`src/rtl/srt_pkg.sv`:
```
package srt_pkg;
  typedef enum logic [2:0] {
    ST_IDLE,
    ST_FILL,
    ST_RDRUN,
    ST_WRRUN,
    ST_DRAIN1,
    ST_DRAIN2,
    ST_FINISH
  } srt_state_e;
endpackage

```
`src/rtl/srt_addr_walk.sv`:
```
module srt_addr_walk #(
  parameter int AW      = 8,
  parameter int RUN_LEN = 63
) (
  input  logic          clk,
  input  logic          rst,
  input  logic          clr,
  input  logic          step,
  output logic [AW-1:0] addr,
  output logic          is_tgt,
  output logic          last
);
  localparam int            PW       = $clog2(RUN_LEN + 1);
  localparam logic [PW-1:0] TGT_POS  = PW'(RUN_LEN);
  localparam logic [AW-1:0] ADDR_MAX = '1;

  logic [PW-1:0] pos;

  assign is_tgt = (pos == TGT_POS);
  assign last   = (addr == ADDR_MAX);

  always_ff @(posedge clk) begin
    if (rst || clr) begin
      addr <= '0;
      pos  <= '0;
    end else if (step) begin
      if (last) begin
        addr <= '0;
        pos  <= '0;
      end else begin
        addr <= addr + 1'b1;
        pos  <= is_tgt ? '0 : pos + 1'b1;
      end
    end
  end


  walk_step_chk: assert property (@(posedge clk) disable iff (rst)
    step && !clr && !last |=> addr == $past(addr) + 1'b1);


  walk_pos_range_chk: assert property (@(posedge clk) disable iff (rst)
    pos <= TGT_POS);
endmodule

```
`src/rtl/srt_phase_fsm.sv`:
```
module srt_phase_fsm
  import srt_pkg::*;
(
  input  logic       clk,
  input  logic       rst,
  input  logic       start,
  input  logic       last,
  output srt_state_e state,
  output logic       pol,
  output logic       step,
  output logic       accept,
  output logic       done
);
  srt_state_e nxt;
  logic       nxt_pol;

  assign step   = (state == ST_FILL) || (state == ST_RDRUN) || (state == ST_WRRUN);
  assign accept = start && ((state == ST_IDLE) || (state == ST_FINISH));

  always_comb begin
    nxt     = state;
    nxt_pol = pol;
    case (state)
      ST_IDLE, ST_FINISH: begin
        if (start) begin
          nxt     = ST_FILL;
          nxt_pol = 1'b0;
        end
      end
      ST_FILL:  if (last) nxt = ST_RDRUN;
      ST_RDRUN: if (last) nxt = ST_WRRUN;
      ST_WRRUN: begin
        if (last) begin
          if (pol) begin
            nxt = ST_DRAIN1;
          end else begin
            nxt     = ST_FILL;
            nxt_pol = 1'b1;
          end
        end
      end
      ST_DRAIN1: nxt = ST_DRAIN2;
      ST_DRAIN2: nxt = ST_FINISH;
      default:   nxt = ST_IDLE;
    endcase
  end

  always_ff @(posedge clk) begin
    if (rst) begin
      state <= ST_IDLE;
      pol   <= 1'b0;
      done  <= 1'b0;
    end else begin
      state <= nxt;
      pol   <= nxt_pol;
      done  <= (nxt == ST_FINISH);
    end
  end


  fsm_finish_hold_chk: assert property (@(posedge clk) disable iff (rst)
    state == ST_FINISH && !start |=> state == ST_FINISH && done);


  fsm_pol_rise_chk: assert property (@(posedge clk) disable iff (rst)
    $rose(pol) |-> $past(state) == ST_WRRUN);


  fsm_busy_ignore_chk: assert property (@(posedge clk) disable iff (rst)
    step && !last |=> $stable(state) && $stable(pol));
endmodule

```
`src/rtl/srt_resp_check.sv`:
```
module srt_resp_check #(
  parameter int AW = 8,
  parameter int DW = 8
) (
  input  logic          clk,
  input  logic          rst,
  input  logic          clear,
  input  logic          iss_chk,
  input  logic          iss_exp,
  input  logic [AW-1:0] iss_addr,
  input  logic [DW-1:0] rdata,
  output logic          fail,
  output logic [AW-1:0] fail_addr
);
  logic          chk_d;
  logic          exp_d;
  logic [AW-1:0] addr_d;
  logic          miss;

  assign miss = chk_d && (rdata != {DW{exp_d}});

  always_ff @(posedge clk) begin
    if (rst) begin
      chk_d     <= 1'b0;
      exp_d     <= 1'b0;
      addr_d    <= '0;
      fail      <= 1'b0;
      fail_addr <= '0;
    end else begin
      chk_d  <= iss_chk;
      exp_d  <= iss_exp;
      addr_d <= iss_addr;
      if (clear) begin
        fail      <= 1'b0;
        fail_addr <= '0;
      end else if (miss && !fail) begin
        fail      <= 1'b1;
        fail_addr <= addr_d;
      end
    end
  end


  chk_fail_hold_chk: assert property (@(posedge clk) disable iff (rst)
    fail && !clear |=> fail);


  chk_addr_hold_chk: assert property (@(posedge clk) disable iff (rst)
    fail && !clear |=> $stable(fail_addr));
endmodule

```
`src/rtl/srt_recovery_bist.sv`:
```
module srt_recovery_bist
  import srt_pkg::*;
#(
  parameter int AW      = 8,
  parameter int DW      = 8,
  parameter int RUN_LEN = 63
) (
  input  logic          clk,
  input  logic          rst,
  input  logic          start,
  output logic          done,
  output logic          fail,
  output logic [AW-1:0] fail_addr,
  output logic          mem_en,
  output logic          mem_we,
  output logic [AW-1:0] mem_addr,
  output logic [DW-1:0] mem_wdata,
  input  logic [DW-1:0] mem_rdata
);
  srt_state_e    state;
  logic          pol, step, accept, last, is_tgt;
  logic [AW-1:0] walk_addr;
  logic          op_we, op_val;
  logic          iss_chk, iss_exp;

  srt_phase_fsm u_fsm (
    .clk(clk), .rst(rst), .start(start), .last(last),
    .state(state), .pol(pol), .step(step), .accept(accept), .done(done)
  );

  srt_addr_walk #(.AW(AW), .RUN_LEN(RUN_LEN)) u_walk (
    .clk(clk), .rst(rst), .clr(accept), .step(step),
    .addr(walk_addr), .is_tgt(is_tgt), .last(last)
  );

  assign op_val = is_tgt ^ pol;
  assign op_we  = (state == ST_FILL) || ((state == ST_WRRUN) && !is_tgt);

  always_ff @(posedge clk) begin
    if (rst) begin
      mem_en    <= 1'b0;
      mem_we    <= 1'b0;
      mem_addr  <= '0;
      mem_wdata <= '0;
      iss_chk   <= 1'b0;
      iss_exp   <= 1'b0;
    end else begin
      mem_en    <= step;
      mem_we    <= step && op_we;
      mem_addr  <= walk_addr;
      mem_wdata <= {DW{op_val}};
      iss_chk   <= step && !op_we;
      iss_exp   <= op_val;
    end
  end

  srt_resp_check #(.AW(AW), .DW(DW)) u_chk (
    .clk(clk), .rst(rst), .clear(accept),
    .iss_chk(iss_chk), .iss_exp(iss_exp), .iss_addr(mem_addr),
    .rdata(mem_rdata), .fail(fail), .fail_addr(fail_addr)
  );


  cmd_contig_chk: assert property (@(posedge clk) disable iff (rst)
    mem_en && (mem_addr != {AW{1'b1}}) |=> mem_en && (mem_addr == $past(mem_addr) + 1'b1));


  done_quiet_chk: assert property (@(posedge clk) disable iff (rst)
    done |-> !mem_en);
endmodule

```
`config.mk`:
```
export PLATFORM = sky130hd
export DESIGN_NAME = srt_recovery_bist
export DESIGN_NICKNAME = d
export VERILOG_FILES = /design/src/rtl/srt_pkg.sv /design/src/rtl/srt_addr_walk.sv /design/src/rtl/srt_phase_fsm.sv /design/src/rtl/srt_resp_check.sv /design/src/rtl/srt_recovery_bist.sv
export SDC_FILE = /design/constraint.sdc
export NUM_CORES = 1
export LEC_CHECK = 0
export BUFFER_PORTS_ARGS = -buffer_cell sky130_fd_sc_hd__clkbuf_2
export CAP_MARGIN = 5
export CORE_MARGIN = 2
export CORE_UTILIZATION = 40
export CTS_BUF_LIST = sky130_fd_sc_hd__clkbuf_16
export CTS_CLUSTER_DIAMETER = 30
export CTS_CLUSTER_SIZE = 14
export DETAILED_ROUTE_END_ITERATION = 8
export HOLD_SLACK_MARGIN = 0.1
export SLEW_MARGIN = 30
export SYNTH_ARGS = -nofsm -noshare
export SYNTH_HDL_FRONTEND = slang
export SYNTH_SLANG_ARGS = --single-unit
```
`constraint.sdc`:
```
create_clock -name clk -period 1.6 [get_ports clk]
set_clock_uncertainty 0.2 [all_clocks]
set_input_delay 0.08 -clock clk [delete_from_list [all_inputs] [get_ports clk]]
set_output_delay 0.08 -clock clk [all_outputs]
set_load 0.05 [all_outputs]
```
======== Word-level counts from Yosys, hierarchy flattened ========
Index checks and enable logic that the tools add are counted.
storage, ports and cells
  register bits ........................... 51
  output and inout bits ................... 28
  input port bits ......................... 11
  logic and storage cells ................. 62
cells by class
  bitwise gates (word level) .............. 1
  equal/unequal tests ..................... 12
  multiplexer cells ....................... 12
  add/subtract/negate cells ............... 2
  reduce and logical (&&, ||, !) cells .... 19
operators with widths
  kind                                                             number
  3-bit one-hot mux with 6 select lines                            1
  3-bit two-way mux                                                5
  3-bit == test, second input constant                             4
  6-bit two-way mux                                                2
  8-bit by 1-bit adder with 8-bit output, second input constant    1
  8-bit == test, second input constant                             1
  8-bit two-way mux                                                1
  8-bit != test                                                    1
  6-bit by 1-bit adder with 6-bit output, second input constant    1
  3-bit by 2-bit == test with 1-bit output, second input constant  2
  6-bit == test, second input constant                             1
  1-bit logical AND                                                6
  1-bit logical OR                                                 5
  2-bit != test, second input constant                             2
  2-bit OR reduction                                               2
  3-bit by 1-bit == test with 1-bit output, second input constant  1
  1-bit zero test                                                  3
  3-bit zero test                                                  1
  3-bit AND reduction                                              1
  1-bit two-way mux                                                2
  1-bit one-hot mux with 2 select lines                            1
  2-bit nonzero test                                               1
  1-bit XOR                                                        1

======== Longest topological paths before layout ========
  depth in word-level cells ............... 6
  mapped depth ............................ 6
  gate-level depth less buffers ........... 5

======== Hierarchy ========
A second synthesis with hierarchy kept.
second synthesis, totals
  cell total of the unflattened synthesis .. 223
  area total of the unflattened synthesis .. 2133.3 um^2
modules (own cells, without submodules)
  module             times used  area each (um^2)  sequential area each (um^2)  cells an instance
  srt_resp_check     1           709.4             380.4                        71
  srt_addr_walk      1           698.2             280.3                        80
  srt_recovery_bist  1           417.9             240.2                        37
  srt_phase_fsm      1           307.8             100.1                        35

======== Worst setup path before layout ========
OpenSTA, ideal clock, no wires.
  path type ............................... register -> register
  start ................................... register u_walk.addr[0]
  end ..................................... register u_fsm.done
  required time ........................... 1335 ps
  slack ................................... -81 ps
  stages on the path, launching flop included .. 6
  path buffers ............................ 0
  clock period less this slack ............ 1681 ps
  data arrival time ....................... 1416 ps
  setup time .............................. 65 ps
  cell sequence ........................... dfxtp_1 -> ha_1 -> nand3_1 -> or4_4 -> a21oi_4 -> nor2b_1
on the way
  cells in the longest elaborated chain, start to end .. 4
  elaborated cells on any way between the ends .. 6
  those cells by class .................... eq/ne (2); mux (4)
ends and longest elaborated chain
  item                                         line                                                           text
  from (decl)                                  srt_addr_walk.sv:9                                             output logic [AW-1:0] addr,
  from (signal assigned)                       srt_addr_walk.sv:31                                            addr <= addr + 1'b1;
  8-bit == test (*)                            srt_addr_walk.sv:20                                            assign last = (addr == ADDR_MAX);
  3-bit two-way mux, on equally long branches  srt_phase_fsm.sv:33, srt_phase_fsm.sv:30, srt_phase_fsm.sv:31
  3-bit one-hot mux with 6 select lines (*)    srt_phase_fsm.sv:23                                            case (state)
  3-bit == test (*)                            srt_phase_fsm.sv:56                                            done <= (nxt == ST_FINISH);
  to (signal assigned)                         srt_phase_fsm.sv:56
  to (decl)                                    srt_phase_fsm.sv:12                                            output logic done
Mark *: on every way between the ends. The rest lies on a longest branch, timed or not.
A chain may end at the register's enable or synchronous reset.

======== Worst setup path in the final report ========
  start ................................... register u_walk.addr[0]
  end ..................................... register u_fsm.state[1]
on the way
  cells in the longest elaborated chain, start to end .. 3
  elaborated cells on any way between the ends .. 5
  those cells by class .................... eq/ne (1); mux (4)
ends and longest elaborated chain
  item                                         line                                                           text
  8-bit == test (*)                            srt_addr_walk.sv:20
  3-bit two-way mux, on equally long branches  srt_phase_fsm.sv:33, srt_phase_fsm.sv:30, srt_phase_fsm.sv:31
  3-bit one-hot mux with 6 select lines (*)    srt_phase_fsm.sv:23
  to (signal assigned)                         srt_phase_fsm.sv:54                                            state <= nxt;
  to (decl)                                    srt_phase_fsm.sv:8                                             output srt_state_e state,
Marks and branches as above.

==> impl_metrics.py <==
metrics = {
    "pwr": {
        "p_clk_share_pct": 43.3,
        "power_switching_mw": 0.5903,
        "seqPwrFrac_pct": 50.6,
        "vdd_drop_max_uv": 453.6,
        "intPower_mw": 1.910,
        "combPwrFrac_pct": 6.1,
        "p_leak_nw": 1.067,
        "power.density_mw_per_mm2": 944.4,
        "netSwitchingFraction_pct": 23.61,
    },
    "clock_tree": {
        "cts_sinks": 50,
        "clk_latency_ns": 0.29,
        "h-tree-depth": 2,
        "clk_pin_slew_ns": 0.07,
        "cts_made_buffers": 5,
        "cts_tree": "yes",
        "cts_root_buffer": "clkbuf_16",
        "clockBufferDepth": 2,
    },
    "route": {
        "avgViaCountPerCell": 4.814,
        "routed_wl_mm": 3.984,
        "drc": 0,
        "firstDrtPassIters": 4,
        "wl_per_cell_um": 11.79,
        "vias": 1627,
        "ant_nets": 0,
        "drt-initial-drc-count": 78,
    },
    "finish": {
        "drive_gt1_share_pct": 37.64,
        "area_growth_pct": 30.46,
        "fin_nets": 283,
        "antennaDiodeCount": 0,
        "multi_input_area_sq_um": 969.7,
        "stdcell_area_sq_mm": 0.002648,
        "fin_util_pct": 54.96,
        "finalNonFillerCells": 338,
        "nFillCells": 478,
        "seq_area_sq_mm": 0.001015,
    },
    "timing": {
        "finalHoldViolations": 0,
        "fmax_mhz": 635.3,
        "fin_crit_sh_pct": 98.38,
        "finalCriticalPeriod_ns": 1.574,
        "setup_viol": 0,
        "tightest_slew_ns": 0.4253,
        "rsz0062_at_grt": "yes",
        "fin_setup_tns_ns": 0,
        "finalMaxSlewViolations": 0,
        "slew_headroom_pct": 71.46,
    },
    "synth": {
        "netlist_area_sq_mm": 0.002029,
        "synth_flop_cell": "dfxtp_1",
        "synth_top_cell_by_area": "dfxtp_1",
        "synth_edf_count": 0,
        "ys_types": 44,
        "synth_warnings": 0,
        "ys_seq_elements": 50,
        "synth.top_cell.area_share_pct": 49.32,
        "yosysMostFrequentCell": "dfxtp_1",
        "synth_area_leaders": "dfxtp_1 (49%), nor2b_1 (6.5%), xor2_1 (4.7%), nand3_1 (3.9%), a21oi_1 (3.0%)",
        "synth.avg_cell_area_sq_um": 9.528,
        "synthCells": 213,
        "async_reset_ff_share_pct": 0,
        "synthTopCellsByCount": "dfxtp_1 (50), nor2b_1 (21), nand3_1 (16)",
        "syn_nets": 226,
        "yosysSeqAreaShare_pct": 49.32,
    },
    "grt": {
        "first_global_vias": 1423,
        "gr-usage-met3_pct": 3.213,
        "top_usage_layer": "met2",
        "grt_max_degree": 24,
        "antenna_found_initial": 0,
        "overflow": 0,
        "grt_first_pass_wirelength_mm": 6.348,
        "grtUsageTotal_pct": 14.91,
        "met2_usage_pct": 26.51,
        "use_met1_pct": 17.47,
    },
    "placement": {
        "place_hpwl_mm": 2.740,
        "port_buffers": 38,
        "dpl_cell_area_sq_mm": 0.002390,
        "place_congestion": 0.8043,
        "place_inst": 326,
    },
    "floorplan": {
        "die-area_sq_mm": 0.005660,
        "chipWidth_um": 75.23,
        "start_util_pct": 42.13,
        "die-height_um": 75.23,
        "coreArea_sq_mm": 0.004817,
        "rows": 25,
        "ios": 39,
    },
    "worst_hold_path": {
        "worstHoldPathType": "in -> reg",
    },
    "worst_setup_path": {
        "critPathArrivalTime_ns": 1.55,
        "endpoint_kind": "register",
        "crit_type": "reg -> reg",
        "cp-start-kind": "register",
        "path_max_fanout": 3,
        "cp.required_ns": 1.58,
    },
    "run_status": {
        "status": "finished clean",
    },
    "job": {
        "maxCapViolations": 0,
    },
}
==> placed cells by master, fill, tap and decap left out, types with 2 or more instances in the layout <==
cell	netlist	routed
nor2_1	14	13
o21ai_1	1	3
inv_6	0	2
xor2_1	11	11
inv_1	2	2
dlygate4sd3_1	0	2
xnor2_1	2	2
and3_1	3	3
dfxtp_1	50	41
clkbuf_16	0	5
o21ai_0	12	9
buf_4	8	26
nand4_1	5	5
or2_2	2	2
dfxtp_2	0	8
nor3_1	5	5
nand2_1	11	11
or4_4	2	3
clkbuf_2	0	38
nand3_1	16	15
o31a_1	1	2
nor2b_1	21	21
a21oi_1	12	12
==> final timing paths <==
| check | from | end | slack (ns) | cells after the start |
|---|---|---|---|---|
| worst max register to register | u_walk.addr[0]$_SDFFE_PP0P_ | u_fsm.state[1]$_SDFF_PP0_ | 0.03 | 6 |
| worst min register to register | iss_chk$_SDFF_PP0_ | u_chk.chk_d$_SDFF_PP0_ | 0.24 | 1 |
| worst max-delay path | u_walk.addr[0]$_SDFFE_PP0P_ | u_fsm.state[1]$_SDFF_PP0_ | 0.03 | 6 |
| worst min-delay path | mem_rdata[2] | u_chk.fail_addr[1]$_SDFFE_PP0P_ | 0.1 | 5 |
==> metal layers <==
| metal | part of all wire, % | wire (um) |
|---|---|---|
| met4 | 1.4 | 54 |
| met2 | 49 | 1945 |
| met3 | 4.0 | 159 |
| met1 | 46 | 1825 |
| met5 | 0 | 0 |
==> flip-flops by register name (all words and copies together), names as in the netlist <==
register and flops:
iss_chk 1, iss_exp 1, mem_addr 8, mem_en 1, mem_we 1, u_chk.addr_d 8
u_chk.chk_d 1, u_chk.exp_d 1, u_chk.fail 1, u_chk.fail_addr 8, u_fsm.done 1, u_fsm.pol 1
u_fsm.state 3, u_walk.addr 8, u_walk.pos 6
==> power groups by stage <==
| stage | Sequential [mW] | Combinational, mW | Clock, mW |
|---|---|---|---|
| 2_1_floorplan | 1.30 | 0.0718 | 0 |
| 3_3_place_gp | 1.29 | 0.136 | 0 |
| 3_5_place_dp | 1.29 | 0.136 | 0 |
| 4_1_cts | 1.27 | 0.146 | 1.10 |
| 5_1_grt | 1.27 | 0.167 | 1.15 |
| 6_report | 1.26 | 0.152 | 1.08 |
==> critical path, cell delays in order (launching register included) <==
cell and delay (ns):
dfxtp_2 0.35, ha_4 0.14, nand3_2 0.09, buf_4 0.15
o311a_1 0.29, a31oi_2 0.17, nor2_1 0.07
==> repair_timing <==
action                     in CTS  in global routing
setup endpoints to repair      14                 26
resized for setup               7                 15
pin swaps                       1                  5
setup buffers                   0                  1
hold endpoints to repair       21                  0
cloned                          1                  0
hold buffers                    2                  0
==> cell type report <==
cell class | count | area share, %
sequential | 50 | 38.33
multi-input combinational | 143 | 36.63
timing repair buffer | 67 | 15.74
clock buffer | 5 | 4.726
tap | 67 | 3.166
clock inverter | 3 | 0.9924
inverter | 3 | 0.4253
==> stage by stage <==
step	hold WS, ns	setup slack, ns	total power [mW]
detailed placement	0.2310	-0.06772	1.429
CTS	0.1097	0.003127	2.514
finish	0.09634	0.02587	2.500
global placement	0.2182	-0.05270	1.429
global route	0.1541	-0.03842	2.588
floorplan	-0.04839	-0.01197	1.376
==> kinds of logic after synthesis <==
kind of cell             share of synthesized area, %
AND/OR/NAND/NOR                                 24.48
AO/OA/AOI/OAI                                   12.02
XOR/XNOR                                        5.610
adder cells (fa/ha/maj)                         1.726
flip-flops                                      49.32
multiplexers                                   0.4932
buffers and inverters                           6.350
Power figures use the tool's default switching activity.
